==> src/rtl/status_flags_pkg.sv <==
package status_flags_pkg;
  localparam int DATA_W    = 32;
  localparam int IRQ_ID_W  = 3;
  localparam int ARCH_W    = 13;

  localparam int BIT_IE    = IRQ_ID_W;
  localparam int BIT_ZERO  = IRQ_ID_W + 1;
  localparam int BIT_OVF   = IRQ_ID_W + 2;
  localparam int BIT_CARRY = IRQ_ID_W + 3;
  localparam int BIT_PAR   = IRQ_ID_W + 4;
  localparam int BIT_NEG   = IRQ_ID_W + 5;
  localparam int BIT_NAN   = IRQ_ID_W + 6;
  localparam int BIT_INF   = IRQ_ID_W + 7;
  localparam int BIT_USER  = IRQ_ID_W + 8;
  localparam int BIT_MAP   = IRQ_ID_W + 9;

  typedef struct packed {
    logic loadAll;
    logic loadInt;
    logic loadFp;
    logic loadIrq;
  } strobe_t;
endpackage

==> src/rtl/status_ctrl.sv <==
module status_ctrl
  import status_flags_pkg::*;
(
  input  logic    clk,
  input  logic    rstN,
  input  logic    userRing,
  input  logic    intValid,
  input  logic    fpValid,
  input  logic    wrEn,
  input  logic    irqEnter,
  output strobe_t strb,
  output logic    privFault
);
  logic writeAllowed;
  logic writeDenied;

  always_comb begin
    writeAllowed = wrEn && !userRing;
    writeDenied  = wrEn && userRing;
    strb.loadAll = writeAllowed;
    strb.loadInt = intValid && !writeAllowed;
    strb.loadFp  = fpValid && !writeAllowed;
    strb.loadIrq = irqEnter;
  end

  always_ff @(posedge clk or negedge rstN) begin
    if (!rstN) privFault <= 1'b0;
    else       privFault <= writeDenied;
  end

  AST_DENIED_FAULTS: assert property (@(posedge clk) disable iff (!rstN)
    (wrEn && userRing) |=> privFault);
  AST_FAULT_HAS_CAUSE: assert property (@(posedge clk) disable iff (!rstN)
    privFault |-> $past(wrEn && userRing));
endmodule

==> src/rtl/status_dp.sv <==
module status_dp
  import status_flags_pkg::*;
(
  input  logic                clk,
  input  logic                rstN,
  input  strobe_t             strb,
  input  logic [DATA_W-1:0]   intResult,
  input  logic                intCarry,
  input  logic                intOverflow,
  input  logic [DATA_W-1:0]   fpResult,
  input  logic                fpNan,
  input  logic                fpInf,
  input  logic [DATA_W-1:0]   wrData,
  input  logic [IRQ_ID_W-1:0] irqId,
  output logic [DATA_W-1:0]   statusWord
);
  logic [ARCH_W-1:0] flagQ;
  logic [ARCH_W-1:0] flagD;
  logic              intZero;
  logic              fpZero;

  assign intZero = (intResult == '0);
  assign fpZero  = (fpResult[DATA_W-2:0] == '0);

  always_comb begin
    flagD = flagQ;
    if (strb.loadAll) begin
      flagD = wrData[ARCH_W-1:0];
    end else begin
      if (strb.loadFp) begin
        flagD[BIT_ZERO] = fpZero;
        flagD[BIT_NAN]  = fpNan;
        flagD[BIT_INF]  = fpInf;
      end
      if (strb.loadInt) begin
        flagD[BIT_ZERO]  = intZero;
        flagD[BIT_OVF]   = intOverflow;
        flagD[BIT_CARRY] = intCarry;
        flagD[BIT_PAR]   = intResult[0];
        flagD[BIT_NEG]   = intResult[DATA_W-1];
      end
    end
    if (strb.loadIrq) begin
      flagD[IRQ_ID_W-1:0] = irqId;
      flagD[BIT_USER]     = 1'b0;
    end
  end

  always_ff @(posedge clk or negedge rstN) begin
    if (!rstN) flagQ <= '0;
    else       flagQ <= flagD;
  end

  assign statusWord[ARCH_W-1:0] = flagQ;
  for (genvar b = ARCH_W; b < DATA_W; b++) begin : gReserved
    assign statusWord[b] = 1'b0;
  end

  AST_RESET_CLEAR: assert property (@(posedge clk)
    !rstN |-> (statusWord == '0));
  AST_INT_ZERO: assert property (@(posedge clk) disable iff (!rstN)
    strb.loadInt |=> (statusWord[BIT_ZERO] == ($past(intResult) == '0)));
  AST_IRQ_ENTRY: assert property (@(posedge clk) disable iff (!rstN)
    strb.loadIrq |=> (!statusWord[BIT_USER] &&
                      statusWord[IRQ_ID_W-1:0] == $past(irqId)));
  AST_WRITE_WINS: assert property (@(posedge clk) disable iff (!rstN)
    (strb.loadAll && !strb.loadIrq) |=>
      (statusWord[ARCH_W-1:0] == $past(wrData[ARCH_W-1:0])));
  AST_RESERVED_ZERO: assert property (@(posedge clk) disable iff (!rstN)
    statusWord[DATA_W-1:ARCH_W] == '0);
endmodule

==> src/rtl/status_flags_reg.sv <==
module status_flags_reg
  import status_flags_pkg::*;
(
  input  logic                clk,
  input  logic                rstN,
  input  logic                intValid,
  input  logic [DATA_W-1:0]   intResult,
  input  logic                intCarry,
  input  logic                intOverflow,
  input  logic                fpValid,
  input  logic [DATA_W-1:0]   fpResult,
  input  logic                fpNan,
  input  logic                fpInf,
  input  logic                wrEn,
  input  logic [DATA_W-1:0]   wrData,
  input  logic                irqEnter,
  input  logic [IRQ_ID_W-1:0] irqId,
  output logic [DATA_W-1:0]   statusWord,
  output logic                irqEnable,
  output logic                userRing,
  output logic                memMapEn,
  output logic [IRQ_ID_W-1:0] lastIrq,
  output logic                privFault
);
  strobe_t strb;

  status_ctrl uCtrl (
    .clk      (clk),
    .rstN     (rstN),
    .userRing (userRing),
    .intValid (intValid),
    .fpValid  (fpValid),
    .wrEn     (wrEn),
    .irqEnter (irqEnter),
    .strb     (strb),
    .privFault(privFault)
  );

  status_dp uDp (
    .clk        (clk),
    .rstN       (rstN),
    .strb       (strb),
    .intResult  (intResult),
    .intCarry   (intCarry),
    .intOverflow(intOverflow),
    .fpResult   (fpResult),
    .fpNan      (fpNan),
    .fpInf      (fpInf),
    .wrData     (wrData),
    .irqId      (irqId),
    .statusWord (statusWord)
  );

  assign irqEnable = statusWord[BIT_IE];
  assign userRing  = statusWord[BIT_USER];
  assign memMapEn  = statusWord[BIT_MAP];
  assign lastIrq   = statusWord[IRQ_ID_W-1:0];

  AST_USER_EXIT_ONLY_IRQ: assert property (@(posedge clk) disable iff (!rstN)
    ($past(userRing) && !userRing) |-> $past(irqEnter));
endmodule

==> config.mk <==
export PLATFORM = sky130hd
export DESIGN_NAME = status_flags_reg
export DESIGN_NICKNAME = d
export VERILOG_FILES = /design/src/rtl/status_flags_pkg.sv /design/src/rtl/status_ctrl.sv /design/src/rtl/status_dp.sv /design/src/rtl/status_flags_reg.sv
export SDC_FILE = /design/constraint.sdc
export NUM_CORES = 1
export LEC_CHECK = 0
export BUFFER_PORTS_ARGS = -buffer_cell sky130_fd_sc_hd__buf_2
export CAP_MARGIN = 20
export CORE_MARGIN = 8
export CORE_UTILIZATION = 33
export CTS_BUF_LIST = sky130_fd_sc_hd__clkbuf_4
export DETAILED_ROUTE_END_ITERATION = 16
export GPL_TIMING_DRIVEN = 0
export PLACE_DENSITY = 0.9
export SYNTH_ARGS = -nofsm -noshare
export SYNTH_HDL_FRONTEND = slang
export SYNTH_HIERARCHICAL = 1
export SYNTH_SLANG_ARGS = --single-unit
export TNS_END_PERCENT = 30
==> constraint.sdc <==
create_clock -name clk -period 4.16 [get_ports clk]
set_input_delay 1.248 -clock clk [delete_from_list [all_inputs] [get_ports clk]]
set_output_delay 1.248 -clock clk [all_outputs]
set_load 0.005 [all_outputs]
* Word level (Yosys, flattened, before mapping)
Index checks and enable logic that the tools add are counted.
W data, S select, Z words.
** Word-level totals
- Bits in registers :: 14
- Bits of input ports :: 109
- Output and inout port bits :: 39
- Word-level logic and storage cells :: 26
** Cells by class
- Multiplexer cells :: 8
- Reduce and logical (&&, ||, !) cells :: 12
** Operator list (number)
- $logic_not A32 Y1 :: 1
- $logic_not A31 Y1 :: 1
- $mux W7 :: 1
- $mux W3 :: 2
- $reduce_bool A2 Y1 :: 3
- $mux W5 :: 1
- $logic_and A1 B1 Y1 :: 4
- $mux W1 :: 3
- $reduce_bool A3 Y1 :: 1
- $logic_not A1 Y1 :: 2
- $mux W2 :: 1

* Depth between registers and ports, before layout
Gate-level depths: netlist of run 1.
- Depth after elaboration :: 7
- Gate-level depth with buffers :: 7
- Mapped depth without buffers :: 6

* By module
Netlist of run 1, hierarchy kept.
** By module, submodules not included
- status_dp :: times used 1, cells each 95, area each 884.6 um2, seq. area each 325.3 um2
- status_ctrl :: times used 1, cells each 8, area each 80.1 um2, seq. area each 25.0 um2
- status_flags_reg :: times used 1, cells each 6, area each 45.0 um2, seq. area each 0.0 um2

* Worst setup path before layout of run 1
Ideal clock, no wire load.
- Path type :: input to register
- Start :: in wrEn
- End :: reg uDp.flagQ[4]
- Data arrival time :: 2.097 ns
- Required time :: 4.096 ns
- Setup slack :: 1.999 ns
- Stages :: 7
- Cell sequence :: nand2b_4 and2_1 buf_6 nor4b_2 nand4_1 o31ai_1 a21o_1
** RTL lines
- start: declaration :: line status_flags_reg.sv:14 : input logic wrEn,
- end signal: assignment :: line status_dp.sv:51 : else flagQ <= flagD;
- end: declaration :: line status_dp.sv:17 : logic [ARCH_W-1:0] flagQ;

* Worst setup path in the final report of run 1
- Start :: reg uDp.flagQ[11]
- End :: out userRing
** RTL lines
- end: declaration :: line status_flags_reg.sv:20 : output logic userRing,
No word-level cell between the ends.

==> qor.yml, run 1 <==
cp.required_ns: 2.91
synth_common_cells: "27 x buf_4, 14 x dfrtp_1, 13 x nor4_1, 11 x nand2_1, 10 x mux2i_1"
synth_seq_cells: 14
final_nets: 348
diodes: 0
cts_resized: 0
rows: 20
period_minus_slack_ns: 2.20
drt-total-wl_microns: 3770
synthesis.area_sq_um: 1010
synth_most_common_cell: "buf_4"
gp_congestion: 0.867
critPathBufInv: 2
fin_skew_ns: 0.00616
synth-edff-count: 0
detail_route.wl_per_cell_microns: 13.9
r2r_end: "uDp/flagQ[4]"
fin_setup_tns_ns: 0
drt_iter0_markers: 26
path_cells: "buf_4 -> buf_2"
crit_fanout: 5
r2r_cells: 7
synth_area_leader_cell: "dfrtp_1"
hold_start: "uDp/flagQ[12]"
status: "complete, no violations"
die_x_microns: 71.3
drive_gt1_share_pct: 60.9
grt_usage_pct: 13.8
max_freq_mhz: 454
ys_types: 25
crit_family: "flip-flops"
antenna_found_initial: 0
drt_first_pass_iters: 4
design_area_sq_um: 1680
maxCapViolCount: 0
cts_tree: "built"
fin_util_pct: 56.4
critPathSlowestCell: "dfrtp_1"
dp_hpwl_microns: 3390
viasPerCell: 4.24
overflow: 0
rsz0062_at_grt: "false"
async_reset_ff_share_pct: 100
die-area_sq_um: 5090
worstSetupPathDepth: 2
clock-sinks: 14
grt_max_degree: 15
placed_area_sq_um: 1650
leakage_uw: 0.000971
critPathLaunch: "uDp/flagQ[11]"
cp-start-kind: "register"
coreArea_sq_um: 2980
hold_viol_final: 0
htreeDepth: 1
reg2reg_from: "uDp/flagQ[11]"
start_util_pct: 33.9
syn_inst: 109
power_density_nw_per_um2: 222
drc: 0
cts_buffers: 3
grt_pass1_vias: 1160
arrival_ns: 0.96
clk_path_buf_depth: 2
antenna_left: 0
cts_hold_buf: 0
ys_seq_area_share_pct: 34.7
yosys_warnings: 6
area_delta_synth_final_pct: 66.4
slowest_delay_ns: 0.42
worst_ir_drop_vdd_v: 0.000165
ff2ff_setup_slack_ns: 2.62
portBuffers: 107
setup-violations-final: 0
cts_root_buffer: "clkbuf_4"
maxSlewViolCount: 0
cp-endpoint: "userRing"
die_h_microns: 71.3
synth.area.top_cells: "dfrtp_1 35%, buf_4 20%, mux2i_1 9.9%"
ys.flop_type: "dfrtp_1"
cts_setup_buffers: 0
fill_cells: 301
clk_pin_slew_ns: 0.08
vias: 1148
io_pins: 148
syn_area_per_cell_sq_um: 9.26
period_share_pct: 53.0
hold_class: "reg -> reg"
clk-insertion-delay-late_ns: 0.28
synth_top_area_share_pct: 34.7
endpoint_kind: "output port"
grt_pass1_wl_microns: 5670
crit_type: "reg -> out"
-- per-stage QoR --
stage | power (uW) | setup WS (ns) | instances | hold WS (ns)
finish | 373 | 1.96 | 271 | 0.522
floorplan | 226 | 2.00 | 127 | 0.507
CTS | 378 | 1.94 | 271 | 0.527
global placement | 296 | 1.71 | 267 | 0.497
detailed placement | 300 | 1.71 | 267 | 0.504
global route | 405 | 1.89 | 271 | 0.565
-- report_power, final --
part,switching [uW],internal [uW],total (uW)
Combinational,55.1,82.4,137
Sequential,8.38,151,159
Clock,41.7,34.8,76.5
Total,105,268,373
-- sequential cells by signal (all words and copies together) (netlist names) --
signal and flops:
uDp/flagQ 13, uCtrl/privFault 1
-- routing by layer --
| layer | up-vias | GRT usage (%) | wire length [microns] |
|---|---|---|---|
| li1 | 601 | - | - |
| met5 | - | 0 | 0 |
| met1 | 490 | 13.2 | 1220 |
| met3 | 4 | 6.00 | 381 |
| met2 | 53 | 25.3 | 2100 |
| met4 | 0 | 4.85 | 56 |
-- layout by cell type (no fill, tap or decap) --
cell      instances
buf_2           108
buf_4            27
conb_1           19
dfrtp_1          14
nor4_1           13
nand2_1          11
mux2i_1          10
o21ai_0           6
clkbuf_4          3
o21ai_1           3
nor2_1            3
nand4_1           3
inv_1             2
mux2_1            2
nor4b_2           2
clkinv_1          1
nand2b_4          1
and2_1            1
and2_4            1
and2_2            1
clkbuf_1          1
buf_6             1
o22ai_1           1
nand3_1           1
nor4_2            1
o31ai_1           1
a21o_1            1
-- worst reg2reg max path, cell delays in order, from the launching register on --
cell and delay [ns]:
dfrtp_1 0.41, nand2b_4 0.16, and2_1 0.14, buf_6 0.13, nor4b_2 0.19, nand4_1 0.13
o31ai_1 0.23, a21o_1 0.11
-- cell type report --
type | instances | area [sq um] | area share (%)
Timing Repair Buffer | 107 | 536 | 31.9
Multi-Input combinational cell | 81 | 497 | 29.6
Sequential cell | 14 | 350 | 20.8
Buffer | 30 | 223 | 13.3
Tap cell | 33 | 41.3 | 2.46
Clock buffer | 3 | 22.5 | 1.34
Inverter | 2 | 7.51 | 0.447
Clock inverter | 1 | 3.75 | 0.223
-- kinds of logic (layout without fill, tap and decap cells) --
family	Yosys count	in the layout	share of synthesized area, %
flip-flops	14	14	34.7
buffers and inverters	32	143	22.8
AND/OR/NAND/NOR	38	38	23.4
other	1	19	0.371
multiplexers	12	12	12.1
AO/OA/AOI/OAI	12	12	6.57
-- how the worst min path moves through the flow --
stage          slack, ns  cells past startpoint             to
2_1_floorplan       0.51                      1  uDp/flagQ[12]
3_3_place_gp        0.50                      1  uDp/flagQ[12]
3_5_place_dp        0.50                      1  uDp/flagQ[12]
4_1_cts             0.53                      1   uDp/flagQ[3]
5_1_grt             0.57                      1  uDp/flagQ[12]
6_report            0.52                      1  uDp/flagQ[12]
(Power assumes the default switching activity.)
==> run 2: changes to the inputs <==
- CORE_UTILIZATION: 33 -> 28
- PLACE_DENSITY: 0.9 -> 0.82
- clock period: 4.16 -> 1.9 ns (I/O delays scaled with it)
==> run 2 against run 1 <==
  * Critical path depth unchanged
  * Combinational power increased by 120%
  * Total power increased by 120%
  * Setup slack got worse by 1.6 ns
  * Worst hold slack got worse by 0.34 ns
  * Utilization decreased by 8.7 points
  * Sequential power increased by 120%
  * Non-clock buffer count unchanged
  * First-iteration DRC count increased by 3.8%
  * Via count decreased by 0.52%
  * Clock power increased by 100%
  * Sequential share of layout area decreased by 0.18 points
  * Largest power group unchanged
==> qor.yml, run 2 (same netlist as run 1, synthesis figures left out) <==
layout_setup_ws_ns: 0.388  # -1.57 ns
layout_common_cells: "108 x buf_2, 27 x buf_4, 19 x conb_1, 14 x dfrtp_1, 13 x nor4_1"
grtUsageMet2_pct: 22.6  # -2.7 points
clk_pin_slew_ns: 0.07  # about the same
cp.required_ns: 1.33  # -1.58 ns
die_x_microns: 76.1  # +6.6%
largest_reg_flops: 13  # unchanged
clock-sinks: 14  # unchanged
dp_hpwl_microns: 3390  # -0.10%
leakage_uw: 0.000970  # -0.16%
viasPerCell: 4.01  # -5.4%
overflow: 0  # unchanged
reg_top3: "uDp/flagQ: 13 flops, uCtrl/privFault: 1 flops"
clk_path_buf_depth: 2  # unchanged
r2r_cells: 7  # unchanged
cts_tree: "built"
dpl_worst_slack_ns: 0.147  # -1.56 ns
worst_ir_drop_vdd_v: 0.000309  # +87%
rows: 22  # +10%
ff2ff_setup_slack_ns: 0.39  # -2.23 ns
die-area_sq_um: 5780  # +14%
met3_usage_pct: 4.13  # -1.9 points
grt_pass1_vias: 1239  # +6.8%
drt_first_pass_iters: 4  # unchanged
gp_congestion: 0.843  # -2.7%
fin_util_pct: 47.7  # -8.7 points
period_share_pct: 79.6
reg2reg_from: "uDp/flagQ[11]"
io_pins: 148  # unchanged
cts_hold_buf: 0  # unchanged
fin_cells: 285  # +5.2%
cp-start-kind: "register"
fin_skew_ns: 0.000658  # -0.00550 ns
r2r_end: "uDp/flagQ[4]"
endpoint_kind: "output port"
arrival_ns: 0.94  # -0.02 ns
die_h_microns: 76.1  # +6.6%
detail_route.wl_per_cell_microns: 13.0  # -6.5%
layout_commonest_cell: "buf_2"
cts_setup_buffers: 0  # unchanged
antenna_found_initial: 0  # unchanged
clk-insertion-delay-late_ns: 0.26  # -0.02 ns
hold_class: "in -> async"
dp_cells: 282  # +5.6%
cts_root_buffer: "clkbuf_4"
period_minus_slack_ns: 1.51
top_register: "uDp/flagQ"
cts_resized: 0  # unchanged
diodes: 0  # unchanged
setup-violations-final: 0  # unchanged
grt_max_degree: 15  # unchanged
crit_fanout: 5  # unchanged
hold_viol_final: 0  # unchanged
placed_area_sq_um: 1670  # +1.1%
status: "complete, no violations"
cts_buffers: 3  # unchanged
fill_cells: 382  # +27%
start_util_pct: 28.4  # -5.5 points
crit_type: "reg -> out"
top_usage_layer: "met2"
globalRouteMet1Util_pct: 13.0  # -0.21 points
grt_pass1_wl_microns: 5980  # +5.5%
final_nets: 348  # unchanged
rsz0062_at_grt: "false"
htreeDepth: 1  # unchanged
maxSlewViolCount: 0  # unchanged
power_density_nw_per_um2: 475  # +110%
drt-total-wl_microns: 3700  # -1.6%
drt_iter0_markers: 27  # +3.8%
max_freq_mhz: 661
coreArea_sq_um: 3550  # +19%
design_area_sq_um: 1700  # +0.89%
grt_usage_pct: 12.4  # -1.4 points
area_delta_synth_final_pct: 67.9
drc: 0  # unchanged
portBuffers: 107  # unchanged
vias: 1142  # -0.52%
maxCapViolCount: 0  # unchanged
antenna_left: 0  # unchanged
drive_gt1_share_pct: 61.2  # +0.26 points
fin_setup_tns_ns: 0  # unchanged
## run 2: cell count changes in the layout (fill, tap and decap cells not counted), sizes merged
cell	delta
clkinv	-1
## run 2: final cells by class
class,count,area [sq um],area share (%)
timing repair buffer,107,536,31.6
multi-input combinational,81,497,29.3
sequential,14,350,20.7
buffer,30,223,13.1
tap,48,60.1,3.54
clock buffer,3,22.5,1.33
inverter,2,7.51,0.443
## run 2: metal layers
layer  wire [microns]  vias to the layer above
met5                0                        -
met4               34                        0
met3              255                        2
met2             2020                       53
met1             1390                      485
li1                 -                      602
## run 2: critical path, cell delays in order, from the launching register on
cell     delay (ns)
dfrtp_1        0.42
buf_4          0.14
buf_2          0.11
## run 2: power breakdown
group / internal [uW] / total (uW) / switching [uW] / leakage (uW)
sequential: 331 / 351 / 19.8 / 0.000172
clock: 73.2 / 155 / 82.1 / 0.0000138
combinational: 180 / 299 / 118 / 0.000784
## run 2: per-stage QoR
stage | hold WS [ns] | power [uW]
finish | 0.186 | 805
global route | 0.176 | 881
CTS | 0.185 | 821
detailed placement | 0.488 | 659
global placement | 0.483 | 650
floorplan | 0.274 | 495
## run 2: worst max-delay path by stage
stage,startpoint,to,slack [ns],depth (start not counted)
after floorplan,wrEn,uDp/flagQ[4],0.42,7
after global placement,wrEn,uDp/flagQ[4],0.11,8
after detailed placement,wrEn,uDp/flagQ[4],0.15,8
after CTS,uDp/flagQ[11],uDp/flagQ[4],0.34,7
after global routing,uDp/flagQ[11],uDp/flagQ[4],0.21,7
final,uDp/flagQ[11],userRing,0.39,2
